## src/rtl/pdd_pkg.sv

```systemverilog
package pdd_pkg;
  localparam int LEVELS = 8;
  localparam int LVL_W  = $clog2(LEVELS);
  localparam int PCT_W  = 7;

  // percentage of full scale for a dimming step: 13 % per step,
  // one extra percent dropped from the upper half onwards
  function automatic logic [PCT_W-1:0] pct_of(input logic [LVL_W-1:0] idx);
    int v;
    v = 100 - 13 * int'(idx) - ((int'(idx) >= LEVELS / 2) ? 1 : 0);
    return PCT_W'(v);
  endfunction

  // next dimmer step with wrap to full scale
  function automatic logic [LVL_W-1:0] step_next(input logic [LVL_W-1:0] idx);
    return (int'(idx) == LEVELS - 1) ? '0 : idx + 1'b1;
  endfunction

  // width of a saturating counter that must reach lim
  function automatic int cnt_width(input int a, input int b, input int c);
    int m;
    m = (a > b) ? a : b;
    m = (m > c) ? m : c;
    return $clog2(m + 2);
  endfunction
endpackage

```

## src/rtl/pdd_sync.sv

```systemverilog
module pdd_sync #(
  parameter int STAGES = 2
) (
  input  logic clk,
  input  logic rst,
  input  logic d,
  output logic q
);
  logic [STAGES-1:0] chain;

  generate
    if (STAGES == 1) begin : g_one
      always_ff @(posedge clk) begin
        if (rst) chain <= '0;
        else     chain <= d;
      end
    end else begin : g_many
      always_ff @(posedge clk) begin
        if (rst) chain <= '0;
        else     chain <= {chain[STAGES-2:0], d};
      end
    end
  endgenerate

  assign q = chain[STAGES-1];
endmodule

```

## src/rtl/pdd_width_meter.sv

```systemverilog
module pdd_width_meter #(
  parameter int MIN_LOW   = 5,
  parameter int MAX_LOW   = 200,
  parameter int MIN_HIGH  = 5,
  parameter int INIT_HIGH = 10000,
  parameter int SHDN_LOW  = 10000,
  localparam int CW = pdd_pkg::cnt_width(MAX_LOW, INIT_HIGH, SHDN_LOW)
) (
  input  logic          clk,
  input  logic          rst,
  input  logic          s,
  output logic          rise_evt,
  output logic [CW-1:0] low_len,
  output logic          pulse_ok,
  output logic          long_low,
  output logic          init_reached
);
  localparam logic [CW-1:0] SAT = '1;

  logic [CW-1:0] low_cnt;
  logic [CW-1:0] high_cnt;
  logic          hi_ok;
  logic          fall_evt;

  assign rise_evt     = s && (low_cnt != '0);
  assign fall_evt     = !s && (high_cnt != '0);
  assign low_len      = low_cnt;
  assign pulse_ok     = rise_evt && hi_ok &&
                        (low_cnt >= CW'(MIN_LOW)) && (low_cnt <= CW'(MAX_LOW));
  assign long_low     = !s && (low_cnt == CW'(SHDN_LOW - 1));
  assign init_reached = s && (high_cnt == CW'(INIT_HIGH - 1));

  always_ff @(posedge clk) begin
    if (rst) begin
      low_cnt  <= '0;
      high_cnt <= '0;
      hi_ok    <= 1'b0;
    end else if (s) begin
      low_cnt <= '0;
      if (high_cnt != SAT) high_cnt <= high_cnt + 1'b1;
    end else begin
      high_cnt <= '0;
      if (low_cnt != SAT) low_cnt <= low_cnt + 1'b1;
      if (fall_evt) hi_ok <= (high_cnt >= CW'(MIN_HIGH));
    end
  end
endmodule

```

## src/rtl/pdd_level_stepper.sv

```systemverilog
module pdd_level_stepper
  import pdd_pkg::*;
(
  input  logic             clk,
  input  logic             rst,
  input  logic             s,
  input  logic             pulse_ok,
  input  logic             long_low,
  input  logic             init_reached,
  output logic [LVL_W-1:0] level,
  output logic             armed,
  output logic             sd,
  output logic             drive_on
);
  always_ff @(posedge clk) begin
    if (rst) begin
      level    <= '0;
      armed    <= 1'b0;
      sd       <= 1'b1;
      drive_on <= 1'b0;
    end else begin
      drive_on <= s;
      if (long_low) begin
        sd    <= 1'b1;
        armed <= 1'b0;
        level <= '0;
      end else if (s) begin
        sd <= 1'b0;
        if (init_reached) armed <= 1'b1;
        if (pulse_ok && armed) level <= step_next(level);
      end
    end
  end
endmodule

```

## src/rtl/pulse_dim_decoder.sv

```systemverilog
module pulse_dim_decoder #(
  parameter int MIN_LOW   = 5,
  parameter int MAX_LOW   = 200,
  parameter int MIN_HIGH  = 5,
  parameter int INIT_HIGH = 10000,
  parameter int SHDN_LOW  = 10000,
  parameter int SYNC_STG  = 2
) (
  input  logic       clk,
  input  logic       rst,
  input  logic       en_in,
  output logic [2:0] level_idx,
  output logic [6:0] pct_code,
  output logic       drive_on,
  output logic       shutdown
);
  import pdd_pkg::*;
  localparam int CW = cnt_width(MAX_LOW, INIT_HIGH, SHDN_LOW);

  logic          s_en;
  logic          rise_evt;
  logic [CW-1:0] low_len;
  logic          pulse_ok;
  logic          long_low;
  logic          init_reached;
  logic          armed;

  pdd_sync #(.STAGES(SYNC_STG)) u_sync (
    .clk(clk), .rst(rst), .d(en_in), .q(s_en)
  );

  pdd_width_meter #(
    .MIN_LOW(MIN_LOW), .MAX_LOW(MAX_LOW), .MIN_HIGH(MIN_HIGH),
    .INIT_HIGH(INIT_HIGH), .SHDN_LOW(SHDN_LOW)
  ) u_meter (
    .clk(clk), .rst(rst), .s(s_en),
    .rise_evt(rise_evt), .low_len(low_len), .pulse_ok(pulse_ok),
    .long_low(long_low), .init_reached(init_reached)
  );

  pdd_level_stepper u_step (
    .clk(clk), .rst(rst), .s(s_en),
    .pulse_ok(pulse_ok), .long_low(long_low), .init_reached(init_reached),
    .level(level_idx), .armed(armed), .sd(shutdown), .drive_on(drive_on)
  );

  assign pct_code = pct_of(level_idx);
endmodule

```

## config.mk

```make
export PLATFORM = sky130hd
export DESIGN_NAME = pulse_dim_decoder
export DESIGN_NICKNAME = d
export VERILOG_FILES = /design/src/rtl/pdd_pkg.sv /design/src/rtl/pdd_sync.sv /design/src/rtl/pdd_width_meter.sv /design/src/rtl/pdd_level_stepper.sv /design/src/rtl/pulse_dim_decoder.sv
export SDC_FILE = /design/constraint.sdc
export NUM_CORES = 1
export LEC_CHECK = 0
export ABC_CLOCK_PERIOD_IN_PS = 3280
export BUFFER_PORTS_ARGS = -buffer_cell sky130_fd_sc_hd__buf_2
export CORE_MARGIN = 3
export CORE_UTILIZATION = 60
export CTS_CLUSTER_DIAMETER = 40
export CTS_CLUSTER_SIZE = 14
export DETAILED_ROUTE_END_ITERATION = 10
export HOLD_SLACK_MARGIN = 0.08
export PLACE_DENSITY = 0.83
export SKIP_LAST_GASP = 1
export SYNTH_ARGS = -nofsm -noshare
export SYNTH_HDL_FRONTEND = slang
export SYNTH_SLANG_ARGS = --single-unit
```

## constraint.sdc

```tcl
create_clock -name clk -period 3.28 [get_ports clk]
set_input_delay 0.82 -clock clk [delete_from_list [all_inputs] [get_ports clk]]
set_output_delay 0.82 -clock clk [all_outputs]
set_load 0.03 [all_outputs]
```

==> run summary <==
most frequent cells in the layout -> dfxtp_1, nand2_1, inv_1
number of synthesized flops with an enable pin -> 0
Place WS -> 0.200 ns
placer congestion estimate -> 0.855
synth warn -> 0
Vias -> 1925
maximum vdd drop -> 0.000227 V
Detail Route Antenna Nets -> 0
Seq/Total Area, Yosys -> 0.338
status -> finished, final reports clean
Detailed Route WL -> 4530 um
# diodes -> 0
Layout area overhead -> 10.3%
CP max FO -> 7
Clk pin slew, worst setup/hold paths -> 0.11 ns
cell count along the critical path -> 9
critical path class -> register to primary output
Layout Skew -> 0.00507 ns
Die Y -> 66.5 um
ys flop type -> dfxtp_1
Crit path top cell by count -> ha_1
CP arrival -> 2.38 ns
startpoint types -> register
Max Cap Viol -> 0
WHS Path Cells -> 1
layout cells sized above 1 -> 0.148
R2R setup slack -> 0.96 ns
H-tree levels -> 2
WHS -> 0.452 ns
Via density -> 5.96
CTS tree -> yes
final core occ -> 0.708
Slew @ Worst Pin -> 0.776 ns
final setup vio count -> 0
CTS Buf Count -> 5
cell area power density -> 328 mW/mm^2
die area -> 0.00442 sq mm
grt total ovfl -> 0
DR iter-0 viols -> 212
synthesis-stage register bit count -> 37
placed cell area -> 0.00231 sq mm
period utilization -> 0.976
1st-pass router iterations -> 4
Root Buffer -> clkbuf_4
Starting Density -> 0.642
fraction of registers with async set/reset -> 0
Clock Latency Late Sink -> 0.33 ns
GR Util All Layers -> 0.226
crit-path cells -> inv_1 > ha_1 > ha_1 > ha_2 > fa_2 > a21o_1 > a21oi_2 > xnor2_1 > buf_4
clk buf depth -> 2
cell count after synthesis -> 258
detailed placement HPWL -> 3270 um
P_leak -> 0.905 nW
worst path bufs/invs -> 2
path depth of the worst reg2reg path -> 6
initial antenna violation count -> 0
num ports -> 15
final net count -> 300
Worst Hold Class -> register to register
Slew headroom -> 0.478
Top delay family on crit path -> adder cells
PnR worst setup slack -> 0.0784 ns
vias in the first global route -> 1814
first-pass GRT wire length -> 7830 um
top-area cell type share of the netlist area -> 0.338
CP required -> 2.46 ns
syn nets -> 281
final slew viol count -> 0
fin crit period -> 3.20 ns
DR WL/cell -> 14.0 um
Horiz. Die Dim -> 66.5 um
row count -> 21
fmax -> 312 MHz
IO buf count -> 14
library cells used by synthesis -> 50
clk sinks -> 37
worst stage delay on the critical path -> 0.40 ns
Hold Vio Cnt, Final -> 0
Synth area leader -> dfxtp_1
cell with the largest stage delay on the worst path -> dfxtp_4
hold buffers post-CTS -> 0
design area -> 0.00242 sq mm
Netlist Area Pre-Place -> 0.00219 sq mm
top post-synthesis cells by area -> dfxtp_1, ha_1, mux2i_1, nand2_1, a21oi_1
core area -> 0.00342 sq mm
residual DRC count -> 0
syn avg cell area -> 8.50 sq um
largest net degree at the start of global routing -> 13
CP Capture Type -> primary output
most common cell after layout, fill and taps aside -> dfxtp_1
synthesized netlist by cell type, drive strengths merged, types with 3 or more instances:
| cell type | instances |
|---|---|
| nand3 | 13 |
| nand4 | 5 |
| mux2i | 12 |
| nand2 | 23 |
| or2 | 3 |
| a211oi | 3 |
| or4 | 5 |
| o21ai | 14 |
| nor2 | 13 |
| and3 | 3 |
| nand2b | 6 |
| dfxtp | 37 |
| or3 | 8 |
| a31oi | 4 |
| ha | 19 |
| xnor2 | 3 |
| nor4 | 6 |
| inv | 19 |
| clkbuf | 5 |
| a21oi | 15 |
| nor3 | 7 |
| nor2b | 4 |
cell families (layout without fill, tap and decap cells):
group | Yosys count | after routing | share of synthesized area
multiplexers | 12 | 12 | 0.0548
XOR/XNOR | 5 | 5 | 0.0200
AO/OA/AOI/OAI | 54 | 54 | 0.163
adder cells (fa/ha/maj) | 20 | 20 | 0.118
buffers and inverters | 26 | 45 | 0.0451
AND/OR/NAND/NOR | 104 | 104 | 0.262
flip-flops | 37 | 37 | 0.338
metrics by stage:
stage                     instances  power, mW  setup TNS, ns
after floorplan                 258      0.497              0
after global placement          313      0.504              0
after detailed placement        313      0.506              0
after CTS                       320      0.801              0
after global routing            323      0.828      -0.000711
final                           323      0.794              0
per-layer routing:
layer	global-route usage	part of all wire	up-vias
met2	0.383	0.49	44
met4	0.0635	0.0095	0
met5	0	0	-
met1	0.284	0.46	898
li1	-	-	976
met3	0.0523	0.042	7
worst paths after layout:
path	endpoint	from
max	pct_code[6]	u_step.level[0]
min	u_sync.chain[1]	u_sync.chain[0]
max reg2reg	u_meter.low_len[2]	u_meter.low_len[1]
min reg2reg	u_sync.chain[1]	u_sync.chain[0]
where the power goes:
group	switching [mW]	leakage, nW	internal [mW]
clock	0.144	0.0410	0.155
combinational	0.0211	0.563	0.0134
sequential	0.00722	0.301	0.453
area by class of cell:
type / count / area (sq um)
Clock inverter: 2 / 35.0
Timing Repair Buffer: 18 / 103
Multi-Input combinational cell: 195 / 1360
Sequential cell: 37 / 749
Clock buffer: 5 / 37.5
Tap cell: 46 / 57.6
Fill cell: 266 / 996
Inverter: 20 / 75.1
state kept, by name, summed over array words and instances (netlist names):
register	count
u_sync.chain	2
u_step.sd	1
u_step.drive_on	1
u_step.armed	1
u_meter.hi_ok	1
u_meter.high_cnt	14
u_meter.low_len	14
u_step.level	3
repair_timing:
action / 4_1_cts / 5_1_grt
endpoints found under the setup margin: 1 / 1
buffers inserted: 0 / 3
gates resized for setup: 6 / 2
hold endpoints to repair: 0 / 0
gates cloned: 0 / 0
pin swaps: 0 / 1
Note: power is estimated with default switching activity, not from simulation.
